<file path="config.mk">
export PLATFORM = sky130hd
export DESIGN_NAME = minpos_unit
export DESIGN_NICKNAME = d
export VERILOG_FILES = /design/src/rtl/minpos_pkg.sv /design/src/rtl/minpos_node.sv /design/src/rtl/minpos_pack.sv /design/src/rtl/minpos_unit.sv
export SDC_FILE = /design/constraint.sdc
export NUM_CORES = 1
export LEC_CHECK = 0
export BUFFER_PORTS_ARGS = -buffer_cell sky130_fd_sc_hd__buf_2
export CAP_MARGIN = 20
export CORE_UTILIZATION = 29
export DETAILED_ROUTE_END_ITERATION = 10
export PLACE_DENSITY = 0.46
export SLEW_MARGIN = 20
export SYNTH_ARGS = -nofsm -noshare
export SYNTH_HDL_FRONTEND = slang
export SYNTH_SLANG_ARGS = --single-unit
</file>
<file path="constraint.sdc">
create_clock -name clk -period 2.9 [get_ports clk]
set_input_delay 0.29 -clock clk [delete_from_list [all_inputs] [get_ports clk]]
set_output_delay 0.29 -clock clk [all_outputs]
set_load 0.01 [all_outputs]
</file>
<file path="src/rtl/minpos_pkg.sv">
`timescale 1ns/1ps
package minpos_pkg;

    localparam int LANE_W    = 16;
    localparam int NUM_LANES = 8;
    localparam int IDX_W     = $clog2(NUM_LANES);
    localparam int SRC_W     = LANE_W * NUM_LANES;
    localparam int XREG_W    = 4;
    localparam int PAD_W     = SRC_W - LANE_W - IDX_W;

    // Candidate travelling through the tournament tree.
    typedef struct packed {
        logic [LANE_W-1:0] val;
        logic [IDX_W-1:0]  idx;
    } cand_t;

    // Zeroing-mode encoding rule: vector-length bit clear, extra field all ones.
    function automatic logic enc_illegal(input logic zero_mode,
                                         input logic vl,
                                         input logic [XREG_W-1:0] xreg);
        return zero_mode & (vl | (xreg != {XREG_W{1'b1}}));
    endfunction

endpackage

</file>
<file path="src/rtl/minpos_node.sv">
`timescale 1ns/1ps
// One compare node: the right (higher-lane) side wins only when strictly smaller.
module minpos_node
    import minpos_pkg::*;
(
    input  cand_t a_i,
    input  cand_t b_i,
    output cand_t win_o
);

    always_comb begin
        if (b_i.val < a_i.val) begin
            win_o = b_i;
        end else begin
            win_o = a_i;
        end
    end

endmodule

</file>
<file path="src/rtl/minpos_pack.sv">
`timescale 1ns/1ps
// Builds the full destination word from the winning candidate.
module minpos_pack
    import minpos_pkg::*;
#(
    parameter int DST_W = 256,
    localparam int UP_W = (DST_W > SRC_W) ? (DST_W - SRC_W) : 1
) (
    input  cand_t             best_i,
    input  logic              zero_mode_i,
    input  logic              undef_i,
    input  logic [UP_W-1:0]   old_upper_i,
    output logic [DST_W-1:0]  dst_o
);

    logic [SRC_W-1:0] low_w;

    always_comb begin
        low_w = {{PAD_W{1'b0}}, best_i.idx, best_i.val};
    end

    generate
        if (DST_W > SRC_W) begin : g_wide
            logic [UP_W-1:0] upper_w;
            always_comb begin
                upper_w = zero_mode_i ? '0 : old_upper_i;
                dst_o   = undef_i ? '0 : {upper_w, low_w};
            end
        end else begin : g_narrow
            logic unused_w;
            always_comb begin
                unused_w = zero_mode_i ^ (^old_upper_i);
                dst_o    = undef_i ? '0 : low_w;
            end
        end
    endgenerate

endmodule

</file>
<file path="src/rtl/minpos_unit.sv">
`timescale 1ns/1ps
module minpos_unit
    import minpos_pkg::*;
#(
    parameter int DST_W = 256,
    localparam int UP_W = (DST_W > SRC_W) ? (DST_W - SRC_W) : 1
) (
    input  logic               clk,
    input  logic               rst_n,
    input  logic               in_valid,
    output logic               in_ready,
    input  logic [SRC_W-1:0]   in_src,
    input  logic [UP_W-1:0]    in_old_upper,
    input  logic               in_zero_mode,
    input  logic               in_vl,
    input  logic [XREG_W-1:0]  in_xreg,
    output logic               out_valid,
    input  logic               out_ready,
    output logic [DST_W-1:0]   out_dst,
    output logic               out_wr_en,
    output logic               out_undef
);

    localparam int L1_N = NUM_LANES / 2;
    localparam int L2_N = NUM_LANES / 4;

    typedef struct packed {
        // stage 1: four survivors
        logic                  v1;
        cand_t [L1_N-1:0]      c1;
        logic [UP_W-1:0]       old1;
        logic                  zm1;
        logic                  ud1;
        // stage 2: two survivors
        logic                  v2;
        cand_t [L2_N-1:0]      c2;
        logic [UP_W-1:0]       old2;
        logic                  zm2;
        logic                  ud2;
        // stage 3: packed result
        logic                  v3;
        logic [DST_W-1:0]      dst3;
        logic                  ud3;
    } pipe_t;

    pipe_t pipe_d, pipe_q;

    cand_t [NUM_LANES-1:0] lanes_w;
    cand_t [L1_N-1:0]      l1_win_w;
    cand_t [L2_N-1:0]      l2_win_w;
    cand_t                 l3_win_w;
    logic [DST_W-1:0]      packed_w;
    logic                  advance_w;

    // Split the source into indexed candidates.
    generate
        for (genvar g = 0; g < NUM_LANES; g++) begin : g_lane
            assign lanes_w[g].val = in_src[g*LANE_W +: LANE_W];
            assign lanes_w[g].idx = IDX_W'(g);
        end

        for (genvar g = 0; g < L1_N; g++) begin : g_l1
            minpos_node u_node (
                .a_i  (lanes_w[2*g]),
                .b_i  (lanes_w[2*g+1]),
                .win_o(l1_win_w[g])
            );
        end

        for (genvar g = 0; g < L2_N; g++) begin : g_l2
            minpos_node u_node (
                .a_i  (pipe_q.c1[2*g]),
                .b_i  (pipe_q.c1[2*g+1]),
                .win_o(l2_win_w[g])
            );
        end
    endgenerate

    minpos_node u_l3 (
        .a_i  (pipe_q.c2[0]),
        .b_i  (pipe_q.c2[1]),
        .win_o(l3_win_w)
    );

    minpos_pack #(.DST_W(DST_W)) u_pack (
        .best_i     (l3_win_w),
        .zero_mode_i(pipe_q.zm2),
        .undef_i    (pipe_q.ud2),
        .old_upper_i(pipe_q.old2),
        .dst_o      (packed_w)
    );

    // Whole pipeline moves together unless the finished result is stalled.
    assign advance_w = !pipe_q.v3 || out_ready;

    always_comb begin
        pipe_d = pipe_q;
        if (advance_w) begin
            pipe_d.v1   = in_valid;
            pipe_d.c1   = l1_win_w;
            pipe_d.old1 = in_old_upper;
            pipe_d.zm1  = in_zero_mode;
            pipe_d.ud1  = enc_illegal(in_zero_mode, in_vl, in_xreg);

            pipe_d.v2   = pipe_q.v1;
            pipe_d.c2   = l2_win_w;
            pipe_d.old2 = pipe_q.old1;
            pipe_d.zm2  = pipe_q.zm1;
            pipe_d.ud2  = pipe_q.ud1;

            pipe_d.v3   = pipe_q.v2;
            pipe_d.dst3 = packed_w;
            pipe_d.ud3  = pipe_q.ud2;
        end
    end

    always_ff @(posedge clk or negedge rst_n) begin
        if (!rst_n) begin
            pipe_q <= '0;
        end else begin
            pipe_q <= pipe_d;
        end
    end

    assign in_ready  = advance_w;
    assign out_valid = pipe_q.v3;
    assign out_dst   = pipe_q.dst3;
    assign out_undef = pipe_q.v3 & pipe_q.ud3;
    assign out_wr_en = pipe_q.v3 & ~pipe_q.ud3;

endmodule

</file>
After elaboration in Yosys (flattened, before gate mapping)
Cells that the tools add are included.

Bits in writable memories: 0. Latch bits: 0. Word-level logic and storage cells: 47. Register bits: 634. Memories: 0. Bits of input ports: 266. ROM bits: 0.

Multipliers: 0. Muxes and demuxes: 9. Divide/modulo/power cells: 0. Order comparisons: 7. Add/sub/neg operators: 0. Equal/unequal tests: 1. Bitwise gates (word level): 5. Reduce and logical (&&, ||, !) cells: 2. Shift operators: 0.

Operators with widths (number): $mux 256 (1); $mux 19 (7); $mux 128 (1); $lt 16x16->1 (7); $ne 4x4->1 const B (1); $and 1x1->1 (3); $logic_not 1->1 (1); $logic_or 1x1->1 (1); $not 1->1 (1); $or 1x1->1 (1).

Longest topological paths before layout
Depth after elaboration: 3. Gate-level depth with buffers: 10. Gate-level depth less buffers: 8.

Cells and area by module
From an unflattened synthesis, not the netlist that was laid out.

Cell total of the unflattened synthesis: 3715. Area total of the unflattened synthesis: 33399.5 µm².

By module, submodules not included: minpos_unit (sequential area each 15865.2 µm², area an instance 25884.8 µm², times used 1, cells each 2938); minpos_node (sequential area each 0.0 µm², area an instance 680.7 µm², times used 7, cells each 70); minpos_pack (sequential area each 0.0 µm², area an instance 2750.1 µm², times used 1, cells each 287).

Worst setup path before layout
Ideal clock, no wire load.

Kind: in2reg. Start: input port in_src[107]. End: register pipe_q[626] (netlist bit). Data arrival time: 1.981 ns. Slack: 0.787 ns. Buffers on the path: 2. Data required time: 2.769 ns. Stages: 10. Path through: inv_1 > ha_1 > and3_1 > a221o_1 > a211oi_1 > a21boi_2 > buf_6 > buf_12 > mux2i_1 > o21ai_1.

Word-level cells in the longest chain between the ends: 2.

RTL lines: from (decl) (line minpos_unit.sv:12) `input logic [SRC_W-1:0] in_src,`; $lt 16x16->1 (line minpos_node.sv:12) `if (b_i.val < a_i.val) begin`; $mux 19 (line minpos_node.sv:12); to (signal assigned) (line minpos_unit.sv:121) `pipe_q <= pipe_d;`; to (decl) (line minpos_unit.sv:46) `pipe_t pipe_d, pipe_q;`.

No other way between the ends. A chain may end at the register's enable or synchronous reset.

Worst setup path in the final report
Start: input port in_src[107]. End: register pipe_q[632] (netlist bit).

Same word-level chain as after synthesis.

==> results.toml <==
[timing]
fmax_ghz = 0.355
finalSetupViolations = 0
fin_crit_sh_pct = 97.2
finClkSkew_ps = 17.0
hold_viol_final = 0
relSlewSlack_pct = 41.5
finalCriticalPeriod_ps = 2820
rsz0062_at_grt = "no"
setup_tns_ps = 0
worst_pin_slew_ps = 877
slew_violations = 0

[worst_setup_path]
arrival_ps = 3310
crit_type = "in2reg"
endpoint_kind = "flip-flop"
r2r_slack_ps = 360
required_ps = 3390
crit_fanout = 17
reg2reg_depth = 7
startpoint_type = "input pin"

[detailed_routing]
vias = 18700
drt_pass1_iterations = 5
viasPerCell = 4.50
remaining_drc_errors = 0
ant_nets = 0
wirelength_um = 68600
routedWlPerCell_um = 16.5
drt_iter0_markers = 886

[layout]
nFillCells = 8332
area_growth_pct = 27.5
final_nets = 3405
design_area_sq_um = 31000
seqCellArea_sq_um = 12900
drive_gt1_share_pct = 19.8
most-common-layout-cells = "nand2_1 (896), dfrtp_1 (517), buf_2 (415), dlygate4sd3_1 (259), a22o_1 (128)"
multi_input_area_sq_um = 8980
layout_commonest_cell = "nand2_1"

[pwr]
intPower_w = 0.0181
p_leak_nw = 16.3
seqPwrFrac_pct = 40.2
p_sw_share_pct = 34.7
combinationalPowerShare_pct = 31.3
ir_drop_uv = 414
p_per_area_nw_per_um2 = 894
p_clk_share_pct = 28.5
switchingPower_w = 0.00963

[synth]
synth_enable_flop_cells = 0
syn_area_sq_um = 24300
synthArstFlopShare_pct = 100
synth_seq_cells = 517
synth.avg_cell_area_sq_um = 9.66
yosys_warnings = 0
synth.top_cell.area_share_pct = 53.2
yosysTopAreaCell = "dfrtp_1"
yosys_most_used_dff = "dfrtp_1"
syn_inst = 2519
synth_area_leaders = "dfrtp_1 (53%), nand2_1 (14%), buf_4 (7.9%)"
ys_seq_area_share_pct = 53.2
ys_types = 45

[clock_tree]
clkSlewWorstSetupHoldPaths_ps = 60
h-tree-depth = 2
clock_path_buffers = 3
cts_tree = "yes"
clock_sinks = 517
cts_buffers = 59
clockRootBuffer = "clkbuf_16"
clk_latency_ps = 620

[placed_design]
io_buffers = 416
place_area_sq_um = 26300
gp_congestion = 0.829
hpwl_um = 47200

[min_path]
hold_depth = 3
min_path_type = "in2reg"

[die]
num_rows = 105
die_w_um = 292
die_h_um = 292
dieArea_sq_um = 85100
io_pins = 526
start_util_pct = 29.5
fp.coreArea_sq_um = 82500

[global_routing]
first_global_vias = 19200
grtUsageMet1_pct = 20.6
gr-usage-met2_pct = 26.9
busiest_layer = "met2"
grt_use_total_pct = 16.1
overflow = 0
use_met3_pct = 2.92
grt_pass1_wl_um = 108000
grt_max_degree = 155
antenna_found_initial = 4

[flow_run]
cap_violations = 0

[status]
outcome = "finished, final reports clean"
[state kept, by name (all words and copies together), names as in the netlist]
register,count
out_valid,1
out_dst,147
pipe_q,369
[what timing repair did]
action | CTS | global route
resized for setup | 0 | 6
setup endpoints to repair | 0 | 34
buffers inserted | 0 | 2
hold buffers | 259 | 0
hold endpoints to repair | 260 | 0
[metrics by stage]
stage / setup WS [ps] / instances / hold WS, ps / total power, W / util, %
detailed placement: 109 / 3782 / 450 / 0.0197 / 31.9
finish: 80.1 / 4154 / 171 / 0.0277 / 37.6
floorplan: 787 / 2627 / -5.59 / 0.0173 / -
global route: 16.7 / 4153 / 142 / 0.0297 / 37.6
CTS: 8.97 / 4149 / 72.9 / 0.0282 / 37.6
global placement: 98.1 / 3782 / 440 / 0.0194 / 31.9
[Yosys cell counts, types with 3 or more instances]
master,count
nand4_1,14
nand3_1,6
and2_1,22
buf_1,13
buf_2,25
o21ai_1,14
a2111oi_0,4
o211a_1,3
nor2_1,47
nand2b_1,10
mux2_2,34
nand3b_1,4
ha_1,105
a21oi_1,32
buf_4,256
a41o_1,4
a211oi_1,3
mux2i_1,34
a21o_1,12
clkbuf_1,81
o21ai_0,69
nor4_1,3
a221oi_1,3
nand2_1,896
buf_6,3
inv_1,106
nor3_1,4
a221o_1,49
dfrtp_1,517
a22o_1,128
[routing by layer]
| metal | wire length (um) | up-vias |
|---|---|---|
| met4 | 2380 | 4 |
| met3 | 3590 | 132 |
| met1 | 30100 | 9085 |
| met5 | 26 | - |
| li1 | - | 8960 |
| met2 | 32500 | 523 |
[critical path: stages]
cell and delay, ps:
dlygate4sd3_1 520, buf_2 110, inv_1 40, ha_1 290
and3_1 210, a221o_1 320, a211oi_2 240, a21boi_2 240
buf_12 190, mux2i_1 220, dlygate4sd3_1 580, o21ai_0 70
[cell type report]
cell class	count	area share, %
inverter	107	1.32
multi-input combinational	1624	28.9
sequential	517	41.7
antenna	3	0.0242
timing repair buffer	725	17.0
tap	1070	4.31
clock buffer	82	5.42
clock inverter	26	1.26
[power by group through the flow]
stage                     Combinational, W  Sequential, W  Clock (W)
after global placement             0.00820         0.0112          0
final                              0.00867         0.0112    0.00791
after CTS                          0.00882         0.0112    0.00820
after floorplan                    0.00657         0.0107          0
after global routing               0.00974         0.0115    0.00848
after detailed placement           0.00838         0.0113          0
[cell families (layout without fill, tap and decap cells)]
kind of cell | Yosys count | count (layout) | share of synthesized area, %
AO/OA/AOI/OAI | 329 | 329 | 10.3
adder cells (fa/ha/maj) | 105 | 105 | 5.40
buffers and inverters | 486 | 940 | 11.7
flip-flops | 517 | 517 | 53.2
multiplexers | 68 | 68 | 2.97
other | 1 | 112 | 0.0154
AND/OR/NAND/NOR | 1013 | 1013 | 16.4
[final timing paths]
check,startpoint,endpoint
setup / recovery,in_src[107],pipe_q[632]
hold / removal,in_vl,pipe_q[427]
setup reg to reg,out_valid,pipe_q[613]
hold reg to reg,pipe_q[273],pipe_q[273]
max in group asynchronous,rst_n,pipe_q[389]
min in group asynchronous,rst_n,out_dst[133]
Power figures use the tool's default switching activity.
